**config.mk**
```make
export PLATFORM = sky130hd
export DESIGN_NAME = exc_tracker
export DESIGN_NICKNAME = d
export VERILOG_FILES = /design/src/rtl/exc_pkg.sv /design/src/rtl/exc_stage_reg.sv /design/src/rtl/exc_restart_pair.sv /design/src/rtl/exc_tracker.sv
export SDC_FILE = /design/constraint.sdc
export NUM_CORES = 1
export LEC_CHECK = 0
export ABC_AREA = 1
export BUFFER_PORTS_ARGS = -buffer_cell sky130_fd_sc_hd__buf_2
export CAP_MARGIN = 10
export CORE_MARGIN = 4
export CORE_UTILIZATION = 45
export CTS_BUF_LIST = sky130_fd_sc_hd__clkbuf_4 sky130_fd_sc_hd__clkbuf_8
export DETAILED_ROUTE_END_ITERATION = 7
export PLACE_DENSITY = 0.67
export SYNTH_ARGS = -nofsm -noshare
export SYNTH_HDL_FRONTEND = slang
export SYNTH_SLANG_ARGS = --single-unit
export TNS_END_PERCENT = 10
```
**constraint.sdc**
```tcl
create_clock -name clk -period 3.6 [get_ports clk]
set_input_delay 0.72 -clock clk [delete_from_list [all_inputs] [get_ports clk]]
set_output_delay 0.72 -clock clk [all_outputs]
set_load 0.1 [all_outputs]
```
**src/rtl/exc_pkg.sv**
```systemverilog
package exc_pkg;
   typedef enum logic [2:0] {
      CAUSE_NONE  = 3'd0,
      CAUSE_FETCH = 3'd1,
      CAUSE_ARITH = 3'd2,
      CAUSE_MEM   = 3'd3,
      CAUSE_IRQ   = 3'd4,
      CAUSE_TRAP  = 3'd5
   } cause_e;

   // earliest-raised cause wins
   function automatic cause_e keep_first(cause_e held, logic raise, cause_e fresh);
      if (held != CAUSE_NONE) return held;
      return raise ? fresh : CAUSE_NONE;
   endfunction
endpackage

```
**src/rtl/exc_stage_reg.sv**
```systemverilog
module exc_stage_reg
   import exc_pkg::*;
#(
   parameter int PC_W = 32
) (
   input  logic            clk,
   input  logic            rst_n,
   input  logic            kill,
   input  logic            in_valid,
   input  cause_e          in_cause,
   input  logic [PC_W-1:0] in_pc,
   input  logic [PC_W-1:0] in_npc,
   input  logic            raise,
   input  cause_e          raise_cause,
   output logic            q_valid,
   output cause_e          q_cause,
   output logic [PC_W-1:0] q_pc,
   output logic [PC_W-1:0] q_npc
);
   cause_e merged;

   always_comb merged = in_valid ? keep_first(in_cause, raise, raise_cause) : CAUSE_NONE;

   always_ff @(posedge clk) begin
      if (!rst_n || kill) begin
         q_valid <= 1'b0;
         q_cause <= CAUSE_NONE;
         q_pc    <= '0;
         q_npc   <= '0;
      end else begin
         q_valid <= in_valid;
         q_cause <= merged;
         q_pc    <= in_pc;
         q_npc   <= in_npc;
      end
   end


   cause_kept_chk: assert property (@(posedge clk) disable iff (!rst_n)
      (!kill && in_valid && in_cause != CAUSE_NONE) |=> (q_cause == $past(in_cause)));
endmodule

```
**src/rtl/exc_restart_pair.sv**
```systemverilog
module exc_restart_pair #(
   parameter int PC_W       = 32,
   parameter bit DELAY_SLOT = 1'b1
) (
   input  logic [PC_W-1:0] seq_npc,
   input  logic            slot,
   input  logic            taken,
   input  logic [PC_W-1:0] target,
   output logic [PC_W-1:0] npc
);
   generate
      if (DELAY_SLOT) begin : g_slot
         always_comb npc = (slot && taken) ? target : seq_npc;
      end else begin : g_plain
         logic unused_in;
         always_comb unused_in = slot ^ taken ^ (^target);
         always_comb npc = seq_npc;
      end
   endgenerate
endmodule

```
**src/rtl/exc_tracker.sv**
```systemverilog
module exc_tracker
   import exc_pkg::*;
#(
   parameter int PC_W       = 32,
   parameter int STEP       = 4,
   parameter bit DELAY_SLOT = 1'b1
) (
   input  logic            clk,
   input  logic            rst_n,
   input  logic            if_valid,
   input  logic [PC_W-1:0] if_pc,
   input  logic            if_fault,
   input  logic            irq_req,
   input  logic            id_trap,
   input  logic            ex_arith,
   input  logic            ex_branch,
   input  logic            ex_taken,
   input  logic [PC_W-1:0] ex_target,
   input  logic            mem_fault,
   output logic            mem_commit,
   output logic            wb_commit,
   output logic            exc_valid,
   output logic [2:0]      exc_cause,
   output logic [PC_W-1:0] exc_pc0,
   output logic [PC_W-1:0] exc_pc1
);
   localparam logic [PC_W-1:0] STEP_V = PC_W'(STEP);

   generate
      if (PC_W < 4)                    begin : g_bad_w    $error("PC_W too small");       end
      if (STEP < 1 || (STEP & (STEP - 1)) != 0) begin : g_bad_step $error("STEP must be a power of two"); end
   endgenerate

   logic            irq_busy, irq_ins;
   logic            f_valid;
   cause_e          f_cause;
   logic            id_v, ex_v, mem_v, wb_v;
   cause_e          id_c, ex_c, mem_c, fin_c;
   logic [PC_W-1:0] id_pc, ex_pc, mem_pc;
   logic [PC_W-1:0] id_npc, ex_npc, mem_npc, pair_npc;

   // interrupt slot insertion at fetch
   always_comb begin
      irq_ins = irq_req && !irq_busy && !exc_valid;
      f_valid = if_valid || irq_ins;
      f_cause = irq_ins ? CAUSE_IRQ : CAUSE_NONE;
   end

   always_ff @(posedge clk) begin
      if (!rst_n)         irq_busy <= 1'b0;
      else if (exc_valid) irq_busy <= 1'b0;
      else if (irq_ins)   irq_busy <= 1'b1;
   end

   exc_stage_reg #(.PC_W(PC_W)) u_id (
      .clk(clk), .rst_n(rst_n), .kill(exc_valid),
      .in_valid(f_valid), .in_cause(f_cause), .in_pc(if_pc), .in_npc(if_pc + STEP_V),
      .raise(if_fault && !irq_ins), .raise_cause(CAUSE_FETCH),
      .q_valid(id_v), .q_cause(id_c), .q_pc(id_pc), .q_npc(id_npc));

   exc_restart_pair #(.PC_W(PC_W), .DELAY_SLOT(DELAY_SLOT)) u_pair (
      .seq_npc(id_npc), .slot(ex_branch && ex_v), .taken(ex_taken),
      .target(ex_target), .npc(pair_npc));

   exc_stage_reg #(.PC_W(PC_W)) u_ex (
      .clk(clk), .rst_n(rst_n), .kill(exc_valid),
      .in_valid(id_v), .in_cause(id_c), .in_pc(id_pc), .in_npc(pair_npc),
      .raise(id_trap), .raise_cause(CAUSE_TRAP),
      .q_valid(ex_v), .q_cause(ex_c), .q_pc(ex_pc), .q_npc(ex_npc));

   exc_stage_reg #(.PC_W(PC_W)) u_mem (
      .clk(clk), .rst_n(rst_n), .kill(exc_valid),
      .in_valid(ex_v), .in_cause(ex_c), .in_pc(ex_pc), .in_npc(ex_npc),
      .raise(ex_arith), .raise_cause(CAUSE_ARITH),
      .q_valid(mem_v), .q_cause(mem_c), .q_pc(mem_pc), .q_npc(mem_npc));

   // single commit point at the end of the memory stage
   always_comb begin
      fin_c      = mem_v ? keep_first(mem_c, mem_fault, CAUSE_MEM) : CAUSE_NONE;
      exc_valid  = mem_v && (fin_c != CAUSE_NONE);
      exc_cause  = fin_c;
      exc_pc0    = mem_pc;
      exc_pc1    = mem_npc;
      mem_commit = mem_v && !exc_valid;
   end

   always_ff @(posedge clk) begin
      if (!rst_n) wb_v <= 1'b0;
      else        wb_v <= mem_v && !exc_valid;
   end
   assign wb_commit = wb_v;


   flush_empty_chk: assert property (@(posedge clk) disable iff (!rst_n)
      exc_valid |=> (!exc_valid && !mem_commit && !id_v && !ex_v));


   one_irq_chk: assert property (@(posedge clk) disable iff (!rst_n)
      $countones({id_v && id_c == CAUSE_IRQ, ex_v && ex_c == CAUSE_IRQ,
                  mem_v && mem_c == CAUSE_IRQ}) <= 1);


   irq_slot_chk: assert property (@(posedge clk) disable iff (!rst_n)
      (mem_v && mem_c == CAUSE_IRQ) |-> (exc_valid && !mem_commit));


   wb_block_chk: assert property (@(posedge clk) disable iff (!rst_n)
      exc_valid |=> !wb_commit);
endmodule

```
* After elaboration in Yosys (flattened, before gate mapping)
Cells that the tools add are included.
Cells by class: reductions and logical operators 22, muxes and demuxes 19, add/sub/neg operators 1, bitwise logic cells 4
Operator list (number):
- $mux 3 | 11
- $add 32x3->32 const B | 1
- $mux 32 | 1
- $reduce_bool 3->1 | 5
- $reduce_or 2->1 | 4
- $logic_and 1x1->1 | 7
- $mux 1 | 5
- $logic_not 1->1 | 4
- $mux 2 | 2
- $not 1->1 | 4
- $logic_or 1x1->1 | 2
Storage, ports and cells: bits in registers 206, bits of input ports 74, word-level logic and storage cells 60

* Depth between registers and ports, before layout
Gate-level depths: netlist of run 1.
depth after elaboration 12, depth in mapped cells 8

* Hierarchy
A second synthesis of run 1 with hierarchy kept.
Second synthesis, totals: cells, all modules 978, area total of the unflattened synthesis 7862.5 µm²
By module, submodules not included:
- exc_stage_reg | cells an instance 221, area each 2097.0 µm², instances 3
- exc_tracker | cells an instance 207, area each 1004.7 µm², instances 1
- exc_restart_pair | cells an instance 108, area each 566.8 µm², instances 1

* Worst setup path before layout of run 1
No wires, ideal clock.
kind input to output, from input mem_fault, to output exc_cause[0], required time 2.880 ns, slack 0.582 ns, data arrival time 2.298 ns, stages 2, cells stage by stage nand4_1 a21oi_1
On the way: longest elaborated chain between the ends 3
Ends and longest elaborated chain:
- start: declaration | RTL line exc_tracker.sv:19 | input logic mem_fault,
- $mux 2 | RTL line exc_pkg.sv:14 | return raise ? fresh : CAUSE_NONE;
- $mux 3 | RTL line exc_pkg.sv:14
- $mux 3 | RTL line exc_tracker.sv:79 | fin_c = mem_v ? keep_first(mem_c, mem_fault, CAUSE_MEM) : CAUSE_NONE;
- end: declaration | RTL line exc_tracker.sv:23 | output logic [2:0] exc_cause,
Every way passes these cells.

* Final worst setup path of run 1
from register u_mem.q_cause[2], to output mem_commit
On the way: longest elaborated chain between the ends 8, elaborated cells between the ends (all ways) 9, classes of those cells mux: 4; reduce/logical: 5
Ends and longest elaborated chain:
- start: declaration | RTL line exc_stage_reg.sv:16 | output cause_e q_cause,
- start signal: assignment | RTL line exc_stage_reg.sv:32 | q_cause <= merged;
- $reduce_bool 3->1 | RTL line exc_pkg.sv:13 | if (held != CAUSE_NONE) return held;
- $mux 1 | RTL line exc_pkg.sv:13
- $mux 3 * | RTL line exc_pkg.sv:14
- $mux 3 * | RTL line exc_tracker.sv:79
- $reduce_bool 3->1 * | RTL line exc_tracker.sv:80 | exc_valid = mem_v && (fin_c != CAUSE_NONE);
- $logic_and 1x1->1 * | RTL line exc_tracker.sv:80
- $logic_not 1->1 * | RTL line exc_tracker.sv:84 | mem_commit = mem_v && !exc_valid;
- $logic_and 1x1->1 * | RTL line exc_tracker.sv:84
- end: declaration | RTL line exc_tracker.sv:20 | output logic mem_commit,
Mark *: on every way between the ends. The rest lies on a longest branch, timed or not. The select of a mux whose other input is x is not followed.

==> results of run 1 <==
-- how the worst min path moves through the flow --
stage | slack [ns] | end | startpoint | depth (start not counted)
after floorplan | 0.39 | u_mem.q_npc[0]$_SDFF_PP0_ | u_ex.q_npc[0]$_SDFF_PP0_ | 2
after global placement | 0.40 | u_mem.q_npc[4]$_SDFF_PP0_ | u_ex.q_npc[4]$_SDFF_PP0_ | 2
after detailed placement | 0.40 | u_mem.q_npc[3]$_SDFF_PP0_ | u_ex.q_npc[3]$_SDFF_PP0_ | 2
after CTS | 0.41 | u_mem.q_npc[1]$_SDFF_PP0_ | u_ex.q_npc[1]$_SDFF_PP0_ | 2
after global routing | 0.41 | u_mem.q_pc[9]$_SDFF_PP0_ | u_ex.q_pc[9]$_SDFF_PP0_ | 2
final | 0.40 | u_mem.q_npc[1]$_SDFF_PP0_ | u_ex.q_npc[1]$_SDFF_PP0_ | 2
-- worst max-delay path: stages (launching register included) --
cell,delay (ns)
dfxtp_1,0.32
inv_1,0.06
nand2_2,0.07
a31oi_4,0.09
nor2_4,0.22
nand2_1,0.12
inv_1,0.07
buf_2,0.42
-- power by group --
part | internal, mW | switching, mW | total (mW) | leakage (nW)
registers | 2.34 | 0.0285 | 2.37 | 1.66
logic | 0.121 | 0.380 | 0.501 | 1.88
clock network | 1.29 | 0.857 | 2.15 | 0.382
-- synthesized netlist by cell type, types with 6 or more instances --
cell | instances | area [um^2]
a21oi_1 | 55 | 275
buf_2 | 9 | 45.0
buf_8 | 10 | 150
clkbuf_1 | 16 | 60.1
dfxtp_1 | 202 | 4040
inv_1 | 145 | 544
inv_2 | 7 | 26.3
nand2_1 | 128 | 480
nand3_1 | 20 | 100
nand4_1 | 35 | 219
nor2_1 | 88 | 330
nor2_2 | 101 | 632
xor2_1 | 6 | 52.6
-- metrics by stage --
stage / cells / setup slack [ns] / cell area (um^2) / hold slack [ns]
floorplan: 839 / 0.582 / 7140 / 0.394
global placement: 1165 / 1.09 / 7910 / 0.395
detailed placement: 1165 / 1.05 / 7910 / 0.398
CTS: 1223 / 0.967 / 8650 / 0.407
global route: 1223 / 0.839 / 8650 / 0.411
finish: 1223 / 1.01 / 8650 / 0.404
-- flip-flops by register name (all words and copies together) (netlist names) --
signal         flops
u_ex.q_pc         32
u_mem.q_cause      3
u_id.q_pc         30
u_ex.q_npc        32
u_id.q_valid       1
u_id.q_npc        32
u_ex.q_cause       2
u_ex.q_valid       1
u_mem.q_npc       32
u_mem.q_pc        32
u_mem.q_valid      1
u_id.q_cause       2
wb_commit          1
irq_busy           1
-- logic make-up (layout without fill, tap and decap cells) --
| logic type | count (synthesis) | after routing |
|---|---|---|
| DFF | 202 | 202 |
| xor gates and xnor gates | 7 | 7 |
| adders and majority gates | 1 | 1 |
| buffers and inverters | 188 | 361 |
| and+or+nand+nor | 384 | 384 |
| AOI/OAI and AO/OA | 57 | 57 |
-- area by class of cell --
class | instances | share of cell area
Clock buffer | 52 | 0.0748
Inverter | 152 | 0.0660
Timing Repair Buffer | 151 | 0.0897
Multi-Input combinational cell | 449 | 0.261
Clock inverter | 6 | 0.0103
Tap cell | 211 | 0.0305
Sequential cell | 202 | 0.468
-- routing by layer --
metal	vias up	share of wire
met2	160	0.46
met4	2	0.022
li1	2814	-
met1	2407	0.45
met3	32	0.069
met5	-	0.00083
==> metrics.txt, run 1 <==
first-pass GRT wire length=25500 um; detailed-placement wirelength estimate=11400 um; worst hold-check path type=reg2reg; Longest Clk Path Bufs=3; nature of the critical path endpoint=output port; Main synth FF type=dfxtp_1; layout cell share with drive strength beyond 1=0.325; max-cap violations=0; Max-slew headroom=0.438; # diodes=0; Distinct cells, synth=23; Synth Area in XOR/XNOR=0.00859; CTS Buf Count=34; vias in the first global route=5265; largest net degree at the start of global routing=112; grt met3 use=0.0491; crit path to=mem_commit; worst vdd rail ir drop=346 uV; reg2reg start=u_mem.q_valid$_SDFF_PP0_; Critical Path Source=u_mem.q_cause[2]$_SDFF_PP0_; crit path launch type=flip-flop; compound-gate portion of the synthesized area=0.0422; Root Driver=clkbuf_8; Ys Warns=0; die width=134 um; cells after synthesis=839; via count=5415; Hold Vio Cnt, Final=0; Remaining Overflow, GRT=0; crit share post-route=0.720; static leakage=3.92 nW; CTS tree=yes; Setup Fix Bufs, Post-CTS=0; overall power=5.02 mW; Fill cells=1468; Clock transition at path regs=0.06 ns; WL final=15700 um; Core ar.=0.0154 mm^2; port bufs=143; Post-CTS Resized=0; syn avg cell area=8.51 um^2; last weighted congestion value of the routability-driven placer=0.880; adder-cell share of the synthesized area=0.00175; worst path arrival time=1.87 ns; Area Growth Syn to Fin=21.1%; clk_lat worst skew=0.51 ns; post-synthesis register bit count=202; leading cell type in the layout, fill and taps excluded=dfxtp_1; DR WL/cell=12.9 um; commonest cells after routing, fill and taps aside=dfxtp_1, inv_1, buf_2; GRT busiest layer=met2; Pwr Density=580 mW/mm^2; Final Net Count=1065; run status=finished clean; Rows=45; area of the multi-input gates=0.00226 mm^2; mux cell area share after synthesis=0; initial antenna violation count=1; CTS sink cnt=202; Die Span Y=134 um; Mapped Nets=914; simple-gate share of the synthesized area=0.263; total negative slack=0 ns; final setup fails=0; die area=0.0179 mm^2; register-to-register path setup slack=1.65 ns; fmax=386 MHz; drt first-iter violations=268; via/cell ratio=4.43; unrepaired setup endpoints after global routing=no; met1 usage=0.225; Hold Buf Count CTS=0; CP required=2.88 ns; Post-Route Skew=0.0166 ns; io pins=144; cell area after synthesis=0.00714 mm^2; Final Max Slew Viols=0; FF/Latch Area=0.00404 mm^2; largest family of logic cells by synthesized area=simple AND/OR/NAND/NOR gates; sequential cell area fraction in the yosys report=0.566; critical path fanouts, max=7; Post-synth EDFFs=0; Worst-Margin Slew=0.844 ns; 1st-pass router iterations=4; GR met2 Demand/Resource=0.294; DRC violations left=0; Final ANT Viol Nets=0; starting density of the core=0.464; H-tree Lvls=2; RR Endpoint=u_ex.q_npc[9]$_SDFF_PP0_; Crit Path Class=reg2out; post-layout util=0.563; Final min period=2.59 ns; ys async rst share=0; Total GRT Usage=0.178; r2r worst-path depth=6
No activity file was read; power rests on OpenSTA's default activity.
==> run 2: changes to the inputs <==
PLACE_DENSITY = 0.7   (was 0.67)
clock period = 2.15 ns   (was 3.6 ns; I/O delays follow)
==> metrics.txt, run 2 (same netlist as run 1, synthesis figures left out) <==
vias in the first global route=5458; combinational share of power=0.105; final setup fails=0; r2r worst-path depth=9; total negative slack=0 ns; Rows=45; worst hold-check path type=in2reg; DRC violations left=0; sw power=2.12 mW; Worst Hold Path EP=u_id.q_cause[0]$_SDFF_PP0_; layout cell share with drive strength beyond 1=0.328; crit path launch type=flip-flop; initial antenna violation count=1; WL final=16300 um; register-to-register path setup slack=0.25 ns; via count=5515; Root Driver=clkbuf_8; Max-slew headroom=0.668; Core ar.=0.0154 mm^2; Placed Area=0.00796 mm^2; largest net degree at the start of global routing=55; Int Pwr=6.10 mW; hold path cells=3; port bufs=143; die width=134 um; detailed-placement wirelength estimate=11800 um; via/cell ratio=4.50; 1st-pass router iterations=4; H-tree Lvls=1; run status=finished clean; # diodes=0; io pins=144; Hold Vio Cnt, Final=0; Pwr Density=942 mW/mm^2; final instance area=0.00872 mm^2; CTS Buf Count=31; RR Endpoint=u_ex.q_npc[26]$_SDFF_PP0_; Final Net Count=1066; max-cap violations=0; Post-Route Skew=0.0176 ns; commonest cells after routing, fill and taps aside=dfxtp_1, inv_1, buf_2; DR WL/cell=13.3 um; clock group share of total power=0.412; Clock transition at path regs=0.06 ns; unrepaired setup endpoints after global routing=yes; static leakage=3.95 nW; drt first-iter violations=290; Final ANT Viol Nets=0; Die Span Y=134 um; nature of the critical path endpoint=output port; Sw Ratio=0.258; crit share post-route=0.984; worst path arrival time=1.68 ns; die area=0.0179 mm^2; Crit Path Class=reg2out; CTS sink cnt=202; Longest Clk Path Bufs=3; last weighted congestion value of the routability-driven placer=0.921; Remaining Overflow, GRT=0; leading cell type in the layout, fill and taps excluded=dfxtp_1; first-pass GRT wire length=26200 um; Final min period=2.11 ns; CTS tree=yes; Total GRT Usage=0.180; Hold Buf Count CTS=0; Worst-Margin Slew=0.501 ns; worst vdd rail ir drop=628 uV; post-layout util=0.567; starting density of the core=0.464; reg2reg start=u_mem.q_cause[2]$_SDFF_PP0_; critical path fanouts, max=6; worst min-delay path startpoint=if_fault; clk_lat worst skew=0.55 ns; Final Max Slew Viols=0; Area Growth Syn to Fin=22.1%; sequential power share=0.483; fmax=473 MHz; CP required=1.72 ns
[run 2: metal layers]
layer  up-vias  share of wire  track usage
li1       2827              -            -
met1      2462           0.42        0.220
met2       189           0.46        0.300
met3        35          0.083       0.0510
met4         2          0.031       0.0697
met5         -        0.00074            0
[run 2: critical path: stages, from the launching register on]
cell	delay [ns]
dfxtp_1	0.32
inv_1	0.09
nand2_2	0.07
a31oi_4	0.17
nor2_4	0.07
buf_12	0.13
inv_1	0.10
buf_12	0.18
[run 2: worst max path at each step]
stage / startpoint / to / slack [ns]
finish: u_mem.q_cause[2]$_SDFF_PP0_ / exc_valid / 0.04
global route: u_mem.q_cause[2]$_SDFF_PP0_ / exc_valid / -0.04
CTS: u_mem.q_cause[2]$_SDFF_PP0_ / mem_commit / -0.05
detailed placement: if_pc[2] / u_id.q_npc[18]$_SDFF_PP0_ / 0.32
global placement: if_pc[2] / u_id.q_npc[18]$_SDFF_PP0_ / 0.39
floorplan: mem_fault / exc_cause[0] / -0.29
[run 2: area by class of cell]
type | instances | area, um^2
inverters | 152 | 571
well taps | 211 | 264
repair buffers | 155 | 878
clock buffers | 51 | 671
multi-input cells | 449 | 2260
flip-flops and latches | 202 | 4040
clock inverters | 6 | 32.5
fillers | 1460 | 6650
[run 2: power groups by stage]
stage                     Combinational, mW  Sequential, mW  Clock, mW
after floorplan                       0.402            4.30          0
after CTS                             0.858            3.97       3.47
final                                 0.859            3.97       3.39
after detailed placement              0.854            4.05          0
after global routing                  0.934            3.98       3.65
after global placement                0.850            4.05          0
[run 2: what timing repair did]
| item | in CTS | in global routing |
|---|---|---|
| setup buffers | 0 | 3 |
| pin swaps | 0 | 1 |
| gates resized for setup | 1 | 6 |
| setup endpoints to repair | 2 | 4 |
[run 2: stage by stage]
stage	power [mW]	setup slack (ns)	std cells	hold slack (ns)
after floorplan	4.70	-0.288	839	0.394
after global placement	4.90	0.389	1166	0.396
after detailed placement	4.91	0.320	1166	0.398
after CTS	8.30	-0.0543	1223	0.0646
after global routing	8.56	-0.0408	1226	0.0820
final	8.21	0.0351	1226	0.0883
==> run 3: changes to the inputs <==
clock period = 1.9 ns   (was 2.15 ns; I/O delays follow)
==> metrics.txt, run 3 (same netlist as run 1, synthesis figures left out) <==
run status=finished clean; Hold Buf Count CTS=0; Clock transition at path regs=0.06 ns; port bufs=143; total negative slack=0 ns; Crit Path Class=reg2out; static leakage=3.94 nW; crit path to=exc_cause[0]; DRC violations left=0; worst path arrival time=1.48 ns; Die Span Y=134 um; max-cap violations=0; met1 usage=0.228; last weighted congestion value of the routability-driven placer=0.966; crit share post-route=0.978; RR Endpoint=u_id.q_npc[10]$_SDFF_PP0_; first-pass GRT wire length=26500 um; # diodes=0; io pins=144; die area=0.0179 mm^2; commonest cells after routing, fill and taps aside=dfxtp_1, inv_1, buf_2; Final min period=1.86 ns; final setup fails=0; CTS tree=yes; register-to-register path setup slack=0.32 ns; CTS sink cnt=202; vias in the first global route=5427; WL final=16400 um; setup ws final=0.0423 ns; CTS Buf Count=34; crit path launch type=flip-flop; Final Net Count=1067; Critical Path Source=u_mem.q_cause[2]$_SDFF_PP0_; leading cell type in the layout, fill and taps excluded=dfxtp_1; initial antenna violation count=1; r2r worst-path depth=8; via count=5519; unrepaired setup endpoints after global routing=yes; Worst-Margin Slew=0.504 ns; via/cell ratio=4.52; reg2reg start=u_mem.q_cause[2]$_SDFF_PP0_; final instance area=0.00874 mm^2; Longest Clk Path Bufs=3; overall power=9.47 mW; Post-Route Skew=0.0179 ns; Remaining Overflow, GRT=0; hold_ws=0.104 ns; Core ar.=0.0154 mm^2; fmax=538 MHz; DR WL/cell=13.5 um; Root Driver=clkbuf_8; clk_lat worst skew=0.50 ns; starting density of the core=0.464; Rows=45; detailed-placement wirelength estimate=11900 um; Final ANT Viol Nets=0; largest net degree at the start of global routing=56; Total GRT Usage=0.186; Placed Area=0.00800 mm^2; dpl ws=0.180 ns; nature of the critical path endpoint=output port; worst hold-check path type=in2reg; layout cell share with drive strength beyond 1=0.328; grt met3 use=0.0660; worst vdd rail ir drop=889 uV; H-tree Lvls=2; Max-slew headroom=0.666; GR met2 Demand/Resource=0.303; Hold Vio Cnt, Final=0; drt first-iter violations=325; die width=134 um; GRT busiest layer=met2; Pwr Density=1080 mW/mm^2; critical path fanouts, max=2; Final Max Slew Viols=0; Area Growth Syn to Fin=22.4%; CP required=1.52 ns; 1st-pass router iterations=5
==> run 3: stage by stage <==
| step | util | std cells |
|---|---|---|
| floorplan | - | 839 |
| global placement | 0.520 | 1166 |
| detailed placement | 0.520 | 1166 |
| CTS | 0.568 | 1221 |
| global route | 0.569 | 1221 |
| finish | 0.569 | 1221 |
==> run 3: cell type report <==
| cell class | instances | area, um^2 |
|---|---|---|
| inverter | 152 | 571 |
| clock buffer | 48 | 629 |
| timing repair buffer | 153 | 886 |
| clock inverter | 6 | 82.6 |
| multi-input combinational | 449 | 2260 |
| tap | 211 | 264 |
| sequential | 202 | 4050 |
| fill | 1447 | 6630 |
==> run 3: worst min-delay path by stage <==
stage / start / cells after the start / slack (ns) / end
after floorplan: u_ex.q_npc[0]$_SDFF_PP0_ / 2 / 0.39 / u_mem.q_npc[0]$_SDFF_PP0_
after global placement: u_ex.q_npc[1]$_SDFF_PP0_ / 2 / 0.40 / u_mem.q_npc[1]$_SDFF_PP0_
after detailed placement: u_ex.q_npc[0]$_SDFF_PP0_ / 2 / 0.40 / u_mem.q_npc[0]$_SDFF_PP0_
after CTS: if_fault / 3 / 0.08 / u_id.q_cause[0]$_SDFF_PP0_
after global routing: if_pc[2] / 2 / 0.1 / u_id.q_npc[2]$_SDFF_PP0_
final: if_fault / 3 / 0.10 / u_id.q_cause[0]$_SDFF_PP0_
==> run 3: what timing repair did <==
| action | in CTS | in global routing |
|---|---|---|
| gates resized for setup | 4 | 5 |
| buffers inserted | 1 | 0 |
| pin swaps | 1 | 1 |
| setup endpoints to repair | 4 | 5 |
==> run 3: routing by layer <==
metal | part of all wire | wire, um
met5 | 0.00073 | 12
met4 | 0.024 | 397
met1 | 0.43 | 7140
met3 | 0.083 | 1360
met2 | 0.46 | 7530
==> run 3: where the power goes <==
part | leakage, nW | internal [mW] | switching, mW
Combinational | 1.91 | 0.249 | 0.737
Clock | 0.372 | 2.39 | 1.60
Sequential | 1.66 | 4.43 | 0.0579
Total | 3.94 | 7.07 | 2.40
==> run 3: worst max-delay path, cell delays in order, from the launching register on <==
cell and delay (ns):
dfxtp_2 0.32, inv_1 0.07, nand4_1 0.13, a21oi_1 0.20, buf_6 0.25
